**src/rtl/abc_pkg.sv**
```systemverilog
package abc_pkg;

    localparam int NBANK   = 4;
    localparam int DATA_W  = 32;

    localparam logic [1:0] BW_8  = 2'd0;
    localparam logic [1:0] BW_16 = 2'd1;

    typedef enum logic [2:0] {
        ST_IDLE,
        ST_SETUP,
        ST_STROBE,
        ST_HOLD,
        ST_DONE,
        ST_FAULT
    } state_e;

    // index of the final narrow part for a width code
    function automatic logic [1:0] last_index(input logic [1:0] bw);
        case (bw)
            BW_8:    return 2'd3;
            BW_16:   return 2'd1;
            default: return 2'd0;
        endcase
    endfunction

endpackage

```
**src/rtl/abc_decode.sv**
```systemverilog
module abc_decode #(
    parameter int ADDR_W      = 27,
    parameter int WIN_LOG2    = 24,
    parameter int BANK0_WORDS = 14680064
) (
    input  logic [ADDR_W-1:0]   addr,
    output logic                hit,
    output logic [1:0]          bank,
    output logic [WIN_LOG2-1:0] offset
);
    localparam logic [WIN_LOG2:0] B0_LIMIT = BANK0_WORDS[WIN_LOG2:0];

    logic upper_ok;

    assign bank   = addr[WIN_LOG2 +: 2];
    assign offset = addr[WIN_LOG2-1:0];

    generate
        if (ADDR_W > WIN_LOG2 + 2) begin : g_upper
            assign upper_ok = (addr[ADDR_W-1:WIN_LOG2+2] == '0);
        end else begin : g_no_upper
            assign upper_ok = 1'b1;
        end
    endgenerate

    // bank 0 is shorter than its slot; the gap is never folded forward
    assign hit = upper_ok && ((bank != 2'd0) || ({1'b0, offset} < B0_LIMIT));

endmodule

```
**src/rtl/abc_timer.sv**
```systemverilog
module abc_timer #(
    parameter int W = 4
) (
    input  logic         clk,
    input  logic         rst_n,
    input  logic         load,
    input  logic [W-1:0] val,
    output logic         done
);
    logic [W-1:0] cnt_q;

    always_ff @(posedge clk or negedge rst_n) begin
        if (!rst_n) begin
            cnt_q <= '0;
        end else if (load) begin
            cnt_q <= (val == '0) ? '0 : val - 1'b1;
        end else if (cnt_q != '0) begin
            cnt_q <= cnt_q - 1'b1;
        end
    end

    assign done = (cnt_q == '0);

endmodule

```
**src/rtl/abc_lanes.sv**
```systemverilog
module abc_lanes
    import abc_pkg::*;
(
    input  logic              clk,
    input  logic              rst_n,
    input  logic              clear,
    input  logic              capture,
    input  logic [1:0]        bw,
    input  logic [1:0]        part,
    input  logic [DATA_W-1:0] din,
    input  logic [DATA_W-1:0] wdata,
    output logic [DATA_W-1:0] rword,
    output logic [DATA_W-1:0] dout
);
    logic [DATA_W-1:0] acc_q;

    always_ff @(posedge clk or negedge rst_n) begin
        if (!rst_n) begin
            acc_q <= '0;
        end else if (clear) begin
            acc_q <= '0;
        end else if (capture) begin
            case (bw)
                BW_8:    acc_q[{part, 3'b000} +: 8]     <= din[7:0];
                BW_16:   acc_q[{part[0], 4'b0000} +: 16] <= din[15:0];
                default: acc_q                          <= din;
            endcase
        end
    end

    always_comb begin
        case (bw)
            BW_8:    dout = {24'd0, wdata[{part, 3'b000} +: 8]};
            BW_16:   dout = {16'd0, wdata[{part[0], 4'b0000} +: 16]};
            default: dout = wdata;
        endcase
    end

    assign rword = acc_q;

endmodule

```
**src/rtl/async_bank_ctrl.sv**
```systemverilog
module async_bank_ctrl
    import abc_pkg::*;
#(
    parameter int ADDR_W      = 27,
    parameter int WIN_LOG2    = 24,
    parameter int BANK0_WORDS = 14680064,
    parameter int TIM_W       = 4,
    localparam int EXT_AW     = WIN_LOG2 + 2
) (
    input  logic                   clk,
    input  logic                   rst_n,
    input  logic                   req_valid,
    output logic                   req_ready,
    input  logic                   req_write,
    input  logic [ADDR_W-1:0]      req_addr,
    input  logic [DATA_W-1:0]      req_wdata,
    output logic                   rsp_valid,
    output logic                   rsp_err,
    output logic [DATA_W-1:0]      rsp_rdata,
    input  logic [NBANK*TIM_W-1:0] cfg_setup,
    input  logic [NBANK*TIM_W-1:0] cfg_strobe,
    input  logic [NBANK*TIM_W-1:0] cfg_hold,
    input  logic [NBANK*2-1:0]     cfg_width,
    output logic [NBANK-1:0]       ext_cs_n,
    output logic                   ext_rd_n,
    output logic                   ext_wr_n,
    output logic [EXT_AW-1:0]      ext_addr,
    output logic [DATA_W-1:0]      ext_dout,
    output logic                   ext_oe,
    input  logic [DATA_W-1:0]      ext_din
);
    state_e state_q, state_d;

    logic                dec_hit;
    logic [1:0]          dec_bank;
    logic [WIN_LOG2-1:0] dec_off;

    logic [1:0]          bank_q, bw_q, part_q, sel_bank;
    logic                wr_q;
    logic [WIN_LOG2-1:0] off_q;
    logic [DATA_W-1:0]   wdata_q;

    logic                accept, on_last, busy;
    logic                tmr_load, tmr_done;
    logic [TIM_W-1:0]    tmr_val;

    abc_decode #(
        .ADDR_W     (ADDR_W),
        .WIN_LOG2   (WIN_LOG2),
        .BANK0_WORDS(BANK0_WORDS)
    ) u_decode (
        .addr  (req_addr),
        .hit   (dec_hit),
        .bank  (dec_bank),
        .offset(dec_off)
    );

    assign accept   = (state_q == ST_IDLE) && req_valid;
    assign sel_bank = accept ? dec_bank : bank_q;
    assign on_last  = (part_q == last_index(bw_q));

    // next-state logic
    always_comb begin
        state_d = state_q;
        unique case (state_q)
            ST_IDLE:   if (req_valid) state_d = dec_hit ? ST_SETUP : ST_FAULT;
            ST_SETUP:  if (tmr_done)  state_d = ST_STROBE;
            ST_STROBE: if (tmr_done)  state_d = ST_HOLD;
            ST_HOLD:   if (tmr_done)  state_d = on_last ? ST_DONE : ST_SETUP;
            ST_DONE:                  state_d = ST_IDLE;
            ST_FAULT:                 state_d = ST_IDLE;
            default:                  state_d = ST_IDLE;
        endcase
    end

    // state register
    always_ff @(posedge clk or negedge rst_n) begin
        if (!rst_n) state_q <= ST_IDLE;
        else        state_q <= state_d;
    end

    // interval count for the phase being entered
    assign tmr_load = (state_d != state_q);
    always_comb begin
        case (state_d)
            ST_SETUP:  tmr_val = cfg_setup[sel_bank*TIM_W +: TIM_W];
            ST_STROBE: tmr_val = cfg_strobe[sel_bank*TIM_W +: TIM_W];
            ST_HOLD:   tmr_val = cfg_hold[sel_bank*TIM_W +: TIM_W];
            default:   tmr_val = '0;
        endcase
    end

    abc_timer #(.W(TIM_W)) u_timer (
        .clk  (clk),
        .rst_n(rst_n),
        .load (tmr_load),
        .val  (tmr_val),
        .done (tmr_done)
    );

    // request capture and part index
    always_ff @(posedge clk or negedge rst_n) begin
        if (!rst_n) begin
            bank_q  <= '0;
            bw_q    <= '0;
            part_q  <= '0;
            wr_q    <= 1'b0;
            off_q   <= '0;
            wdata_q <= '0;
        end else if (accept) begin
            bank_q  <= dec_bank;
            bw_q    <= cfg_width[dec_bank*2 +: 2];
            part_q  <= '0;
            wr_q    <= req_write;
            off_q   <= dec_off;
            wdata_q <= req_wdata;
        end else if (state_q == ST_HOLD && tmr_done && !on_last) begin
            part_q  <= part_q + 2'd1;
        end
    end

    abc_lanes u_lanes (
        .clk    (clk),
        .rst_n  (rst_n),
        .clear  (accept),
        .capture(state_q == ST_STROBE && tmr_done && !wr_q),
        .bw     (bw_q),
        .part   (part_q),
        .din    (ext_din),
        .wdata  (wdata_q),
        .rword  (rsp_rdata),
        .dout   (ext_dout)
    );

    // outputs
    assign busy = (state_q == ST_SETUP) || (state_q == ST_STROBE) || (state_q == ST_HOLD);

    always_comb begin
        req_ready = (state_q == ST_IDLE);
        rsp_valid = (state_q == ST_DONE) || (state_q == ST_FAULT);
        rsp_err   = (state_q == ST_FAULT);
        ext_cs_n  = '1;
        if (busy) ext_cs_n[bank_q] = 1'b0;
        ext_rd_n  = !((state_q == ST_STROBE) && !wr_q);
        ext_wr_n  = !((state_q == ST_STROBE) && wr_q);
        ext_oe    = busy && wr_q;
        case (bw_q)
            BW_8:    ext_addr = {off_q, part_q};
            BW_16:   ext_addr = {1'b0, off_q, part_q[0]};
            default: ext_addr = {2'b00, off_q};
        endcase
    end

endmodule

```
**config.mk**
```make
export PLATFORM = sky130hd
export DESIGN_NAME = async_bank_ctrl
export DESIGN_NICKNAME = d
export VERILOG_FILES = /design/src/rtl/abc_pkg.sv /design/src/rtl/abc_decode.sv /design/src/rtl/abc_timer.sv /design/src/rtl/abc_lanes.sv /design/src/rtl/async_bank_ctrl.sv
export SDC_FILE = /design/constraint.sdc
export NUM_CORES = 1
export LEC_CHECK = 0
export ABC_CLOCK_PERIOD_IN_PS = 4150
export CAP_MARGIN = 25
export CORE_MARGIN = 8
export CORE_UTILIZATION = 46
export DETAILED_ROUTE_END_ITERATION = 8
export GPL_ROUTABILITY_DRIVEN = 1
export PLACE_DENSITY = 0.87
export RECOVER_POWER = 25
export SYNTH_ARGS = -nofsm -noshare
export SYNTH_HDL_FRONTEND = slang
export SYNTH_HIERARCHICAL = 1
export SYNTH_SLANG_ARGS = --single-unit
```
**constraint.sdc**
```tcl
create_clock -name clk -period 4.15 [get_ports clk]
set_input_delay 0.83 -clock clk [delete_from_list [all_inputs] [get_ports clk]]
set_output_delay 0.83 -clock clk [all_outputs]
set_load 0.01 [all_outputs]
```
Word level (Yosys, flattened, before mapping) --
Index checks and enable logic that the tools add are counted.
Cells by class: $add $sub $neg 5, order comparisons 3, eq/ne operators 11, shift operators 10, multiplexer cells 25, bitwise operators 2, reductions and logical operators 27
Operators by type and width (count):
- 32-bit case mux with 2 select lines | 2
- 32-bit bitwise mux | 2
- 32-bit two-way mux | 2
- 26-bit case mux with 2 select lines | 1
- 16-bit by 5-bit indexed part select with 4-bit output | 3
- 16-bit by 7-bit variable shift with 32-bit output, first input constant | 1
- 8-bit by 7-bit variable shift with 32-bit output, first input constant | 1
- 16-bit by 7-bit indexed part select with 32-bit output | 1
- 32-bit by 6-bit indexed part select with 16-bit output | 1
- 32-bit by 6-bit indexed part select with 8-bit output | 1
- 8-bit by 7-bit indexed part select with 32-bit output | 1
- 24-bit < comparator, second input constant | 1
- 3-bit two-way mux | 6
- 4-bit two-way mux | 4
- 5-bit negator with 7-bit output | 2
- 3-bit by 2-bit == test with 1-bit output, second input constant | 4
- 3-bit case mux with 4 select lines | 1
- 4-bit case mux with 3 select lines | 1
- 1-bit logical AND | 10
- 4-bit logical NOT | 2
- 2-bit nonzero test | 4
- 8-bit by 4-bit indexed part select with 2-bit output | 1
- 4-bit by 1-bit subtractor with 4-bit output, second input constant | 2
- 3-bit by 1-bit == test with 1-bit output, second input constant | 2
- other kinds (18) | 27
Storage, ports and cells: flip-flop bits (word level) 102, output and inout port bits 100

Longest topological paths before layout --
word-level depth 11, mapped depth 14, depth with buffers taken out 12

By module --
The synthesis kept the hierarchy.
Modules (own cells, without submodules):
- async_bank_ctrl | instances 1, cells each 326, area an instance 3646.0 sq um
- abc_lanes | instances 1, cells each 334, area an instance 2895.3 sq um
- abc_timer | instances 1, cells each 29, area an instance 281.5 sq um
- abc_decode | instances 1, cells each 28, area an instance 215.2 sq um

Least setup slack after synthesis --
No wires, ideal clock.
path kind reg-to-reg, start register bw_q[0], end register u_timer.cnt_q[1], setup time 0.065 ns, data arrival time 2.837 ns, data required time 4.085 ns, slack 1.248 ns, cell stages (with the launch flop) 12, clock period less this slack 2.902 ns, path through dfrtp_1 -> buf_2 -> buf_1 -> nor2_1 -> ha_1 -> o2111ai_1 -> o21ai_0 -> a21oi_1 -> a221oi_1 -> or2_2 -> o211ai_1 -> o21a_1
On the way: word-level cells in the longest chain between the ends 11, elaborated cells on any way between the ends 17, those cells by class add/sub: 1; eq/ne: 6; mux: 7; reduce/logical: 3
Ends and longest elaborated chain:
- start, declared | RTL line async_bank_ctrl.sv:38 | logic [1:0] bank_q, bw_q, part_q, sel_bank;
- start signal, assigned | RTL line async_bank_ctrl.sv:112 | bw_q <= cfg_width[dec_bank*2 +: 2];
- 2-bit by 1-bit == test with 1-bit output / 2-bit logical NOT (equally long branches) | RTL line abc_pkg.sv:20 | case (bw)
- 2-bit case mux with 2 select lines * | RTL line abc_pkg.sv:20
- 2-bit == test * | RTL line async_bank_ctrl.sv:60 | assign on_last = (part_q == last_index(bw_q));
- 3-bit two-way mux * (2 in series) | RTL line async_bank_ctrl.sv:69 | ST_HOLD: if (tmr_done) state_d = on_last ? ST_DONE : ST_SETUP;
- 3-bit case mux with 4 select lines * | RTL line async_bank_ctrl.sv:65 | unique case (state_q)
- net state_d[0] | RTL line async_bank_ctrl.sv:32 | state_e state_q, state_d;
- 3-bit by 2-bit == test with 1-bit output / 3-bit by 1-bit == test with 1-bit output (equally long branches) | RTL line async_bank_ctrl.sv:85 | case (state_d)
- 4-bit case mux with 3 select lines * | RTL line async_bank_ctrl.sv:85
- net tmr_val[1] | RTL line async_bank_ctrl.sv:45 | logic [TIM_W-1:0] tmr_val;
- 4-bit by 1-bit subtractor with 4-bit output / 4-bit logical NOT (equally long branches) | RTL line abc_timer.sv:16 | cnt_q <= (val == '0) ? '0 : val - 1'b1;
- 4-bit two-way mux * | RTL line abc_timer.sv:16
- 4-bit two-way mux * | RTL line abc_timer.sv:15 | end else if (load) begin
- end signal, assigned | RTL line abc_timer.sv:16
- end signal, assigned | RTL line abc_timer.sv:18 | cnt_q <= cnt_q - 1'b1;
- end, declared | RTL line abc_timer.sv:10 | logic [W-1:0] cnt_q;
The timed path passes the listed nets; every way through them passes the cells marked *. A chain may end at the register's enable or synchronous reset.

Final worst setup path --
start register bw_q[0], end output port ext_dout[6]
On the way: word-level cells in the longest chain between the ends 2, elaborated cells on any way between the ends 3, those cells by class eq/ne: 1; mux: 1; reduce/logical: 1
Ends and longest elaborated chain:
- 2-bit by 1-bit == test with 1-bit output / 2-bit logical NOT (equally long branches) | RTL line abc_lanes.sv:32 | case (bw)
- 32-bit case mux with 2 select lines * | RTL line abc_lanes.sv:32
- end, declared | RTL line async_bank_ctrl.sv:28 | output logic [DATA_W-1:0] ext_dout,
Mark *: on every way between the ends. The rest lies on a longest branch, timed or not.

==> summary by stage <==
Outcome
The flow ran to the end, but the final reports show violations. The checks that failed: capacitance limit, slew limit.

Critical path
The critical path required time is 3.32 ns. The launching element type of the critical path is a register. The top cell family by delay on the critical path is simple AND/OR/NAND/NOR gates.

The total buffers and inverters traversed by the critical path is 2. Traced cell by cell, the critical path runs through buf_4, nor2b_4, or2_0, a32oi_1, nand2_1, clkdlybuf4s50_1. The reg-to-reg setup timing slack is 0.74 ns. At the worst endpoint, the arrival time is 2.72 ns. The largest single stage delay on the critical path is 0.75 ns. The critical path is of the register to primary output type. The critical-path cell with the highest stage delay is sky130_fd_sc_hd__or2_0. The maximum fanout along the worst path is 19. The nature of the critical path endpoint is a primary output.

Clocking
The H-tree was split into 3 levels. The clock root buffer is sky130_fd_sc_hd__clkbuf_16. The total of cells resized after clock tree synthesis is 0. In this run, post-CTS hold repair placed 0 buffers. The number of clock buffers added by TritonCTS is 9.

The TritonCTS clock tree is built. The number of setup buffers added after CTS is 0. The maximum count of clock buffers along a single path is 2. The tree built by TritonCTS fans out to 102 sinks. After clock tree synthesis, the clock-pin slew on the worst setup and hold paths is 0.07 ns. For the worst-skew pair, the clock arrives at the later sink with an insertion delay of 0.35 ns.

Logic synthesis
Sequential elements use 36.3% of the synthesized area. The synthesized area per cell is 9.82 µm². The synthesized design contains 102 register bits. When the netlist entered floorplanning its net count stood at 875. By instance count, the leading cell after synthesis is sky130_fd_sc_hd__dfrtp_1. The post-synthesis async set-or-reset flop share is 100%. By area the synthesized netlist is led by sky130_fd_sc_hd__dfrtp_1 36%, sky130_fd_sc_hd__mux2_2 9.8%, sky130_fd_sc_hd__o21ai_0 4.1%, sky130_fd_sc_hd__nand2_1 3.9%, sky130_fd_sc_hd__mux2i_1 3.8%. The number of enable flip-flop cells after synthesis is 0. In the synthesized netlist, the cells that appear most often are 102 x sky130_fd_sc_hd__dfrtp_1, 73 x sky130_fd_sc_hd__nand2_1, 61 x sky130_fd_sc_hd__mux2_2, 58 x sky130_fd_sc_hd__o21ai_0, 30 x sky130_fd_sc_hd__buf_4. The area share of the largest cell type after synthesis is 36.3%. The number of different library cells used by synthesis comes to 72. After synthesis the cells add up to 7040 µm². In the synthesized netlist, the number of instances is 717. The most used flip-flop cell after synthesis is sky130_fd_sc_hd__dfrtp_1. The most area-hungry cell type in the Yosys netlist is sky130_fd_sc_hd__dfrtp_1.

For this run, the number of Yosys warnings is 6.

Pwr
Power spread over the standard cell area amounts to 706 nW/µm². The switching power share of the total is 40.6%. The leakage power is 3.83 nW.

The maximum ir drop on the vdd rail is 0.506 mV. Summing internal, switching and leakage power gives 0.00684 W. The clock network is responsible for 12.7% of the overall power. The power dissipated by switching net loads is 0.00278 W.

The relative contribution of combinational cells to total power is 59.4%. Internal power comes to 0.00407 W. The power share of the sequential group is 27.9%.

Timing
After layout, the minimum clock period comes to 3.55 ns. Across the routed clock network, the largest skew measured is 0.00928 ns. For this run, the top clock speed supported by timing is 0.281 GHz. The actual transition at the worst max-transition pin is 1.79 ns. Measured against its own limit, the worst slew margin works out to -19.2%. The max-slew violation count is 93. The final number of hold-violating endpoints is 0. The worst path uses 85.6% of the clock period. In the final timing run, aggregate negative setup slack is 0 ns.

Setup repair after global routing left no endpoint under its margin. The number of setup violations in the final report is 0.

Global route
Summed over all layers, the global routing overflow is 0. The via count of the first global-routing pass is 6553. Entering global routing, the biggest net connects 60 pins.

The number of antenna violations at the first check in global routing was 0. Across every metal layer, demand over resource in global routing totals 21.6%. The first-pass GRT wire length is 34600 µm.

Drt
After detailed routing, the total wire length is 21600 µm. After detailed routing, the number of remaining DRC violations is 0. The number of detailed-routing iterations run before antenna repair is 5. After detailed routing, the average wire length per cell comes to 19.5 µm. The count of routing violations after the opening detailed-route iteration is 452. The post-detailed-route via-to-cell ratio is 5.80. The overall via count from detail_route is 6418.

The remaining antenna violation count is 0.

Floorplan
The floorplan step defined a core boundary enclosing 15100 µm². The die height is 140 µm. The width of the chip is 140 µm. The initial utilization of the core area, before any placement, comes to 46.6%.

The die area is 19500 µm². Row generation in the floorplan step produced 45 rows. For this design the top-level I/O count stands at 251.

Place
During placement, the flow inserted port buffers numbering 250. The routability congestion estimate is 0.937. The detailed-placement wirelength estimate is 16000 µm. In this run, placement finished with an instance count of 1091.

Final layout
The end-of-flow core utilization is 64.2%. At the end of the flow, the number of nets in the layout was 1072. The repair_antennas step left the layout with diodes totalling 0. The filler cells instantiated in the layout total 1235.

The share of post-route cells with drive strength above 1 is 15.5%. The relative area change from synthesis to final layout is 37.7%. The finished layout holds 1107 standard cells, fillers aside.

Run
The total of max-cap violations is 2.

Min path
The class of the worst hold path is register to register.
## layer usage
| metal | track usage [%] | wire length (µm) |
|---|---|---|
| met1 | 27.0 | 9050 |
| met2 | 34.6 | 10200 |
| met3 | 5.95 | 1730 |
| met4 | 8.97 | 613 |
| met5 | 0 | 0 |
## registers in the layout, indices dropped and copies added (netlist names), 2 cells and up
register and count:
u_lanes/rword 32, state_q 3, bw_q 2, part_q 2
off_q 24, bank_q 2, wdata_q 32, u_timer/cnt_q 4
## metrics by stage
step	hold slack, ns	area (µm²)	worst slack, ns
after floorplan	0.499	7040	1.25
after global placement	0.480	9400	0.485
after detailed placement	0.481	9400	0.370
after CTS	0.500	9700	0.601
after global routing	0.518	9690	0.372
final	0.500	9690	0.597
## power groups by stage
stage	clock network, W	logic [W]	registers, W
final	0.000869	0.00407	0.00191
after global routing	0.000923	0.00440	0.00198
after CTS	0.000890	0.00409	0.00190
after detailed placement	0	0.00406	0.00192
after global placement	0	0.00399	0.00190
after floorplan	0	0.00255	0.00172
## kinds of logic (layout without fill, tap and decap cells)
family	Yosys count	in the layout	synth area share (%)
and+or+nand+nor	204	204	16.3
adders and majority gates	7	7	1.24
buffers and inverters	95	297	7.73
AOI/OAI and AO/OA	206	206	21.0
muxes	99	99	17.0
DFF	102	102	36.3
xor gates and xnor gates	4	4	0.498
## layout make-up
type | count | area [µm²] | area share [%]
multi-input cells | 520 | 3940 | 40.7
repair buffers | 263 | 2590 | 26.7
well taps | 188 | 235 | 2.43
flip-flops and latches | 102 | 2560 | 26.4
clock buffers | 11 | 243 | 2.50
clock inverters | 5 | 57.6 | 0.594
inverters | 18 | 67.6 | 0.697
## worst register-to-register path: cells and delay by family (launching register included)
| family | cells | cell delay, ns |
|---|---|---|
| AO/OA/AOI/OAI | 5 | 1.19 |
| XOR/XNOR | 1 | 0.27 |
| adder cells (fa/ha/maj) | 1 | 0.19 |
| buffers and inverters | 1 | 0.07 |
| flip-flops | 1 | 0.41 |
| AND/OR/NAND/NOR | 3 | 1.17 |
## layout by cell type, fill, tap and decap left out, types with 11 or more instances in the layout
cell,count
sky130_fd_sc_hd__clkdlybuf4s50_1,249
sky130_fd_sc_hd__dfrtp_1,99
sky130_fd_sc_hd__nand2_1,73
sky130_fd_sc_hd__mux2_2,61
sky130_fd_sc_hd__o21ai_0,58
sky130_fd_sc_hd__mux2i_1,27
sky130_fd_sc_hd__nor2_1,24
sky130_fd_sc_hd__a22oi_1,22
sky130_fd_sc_hd__a21oi_1,20
sky130_fd_sc_hd__and2_1,19
sky130_fd_sc_hd__inv_1,15
sky130_fd_sc_hd__nand3b_1,14
sky130_fd_sc_hd__a211o_1,12
sky130_fd_sc_hd__nor2b_1,12
sky130_fd_sc_hd__buf_4,11
## worst paths after layout
check,startpoint,to,cells past startpoint
hold / removal,u_lanes/rword[10],u_lanes/rword[10],1
hold reg to reg,u_lanes/rword[10],u_lanes/rword[10],1
setup / recovery,bw_q[0],ext_dout[6],6
setup reg to reg,u_timer/cnt_q[0],u_timer/cnt_q[1],11
min in group asynchronous,rst_n,wdata_q[21],1
max in group asynchronous,rst_n,u_lanes/rword[26],2
Power figures use the tool's default switching activity.
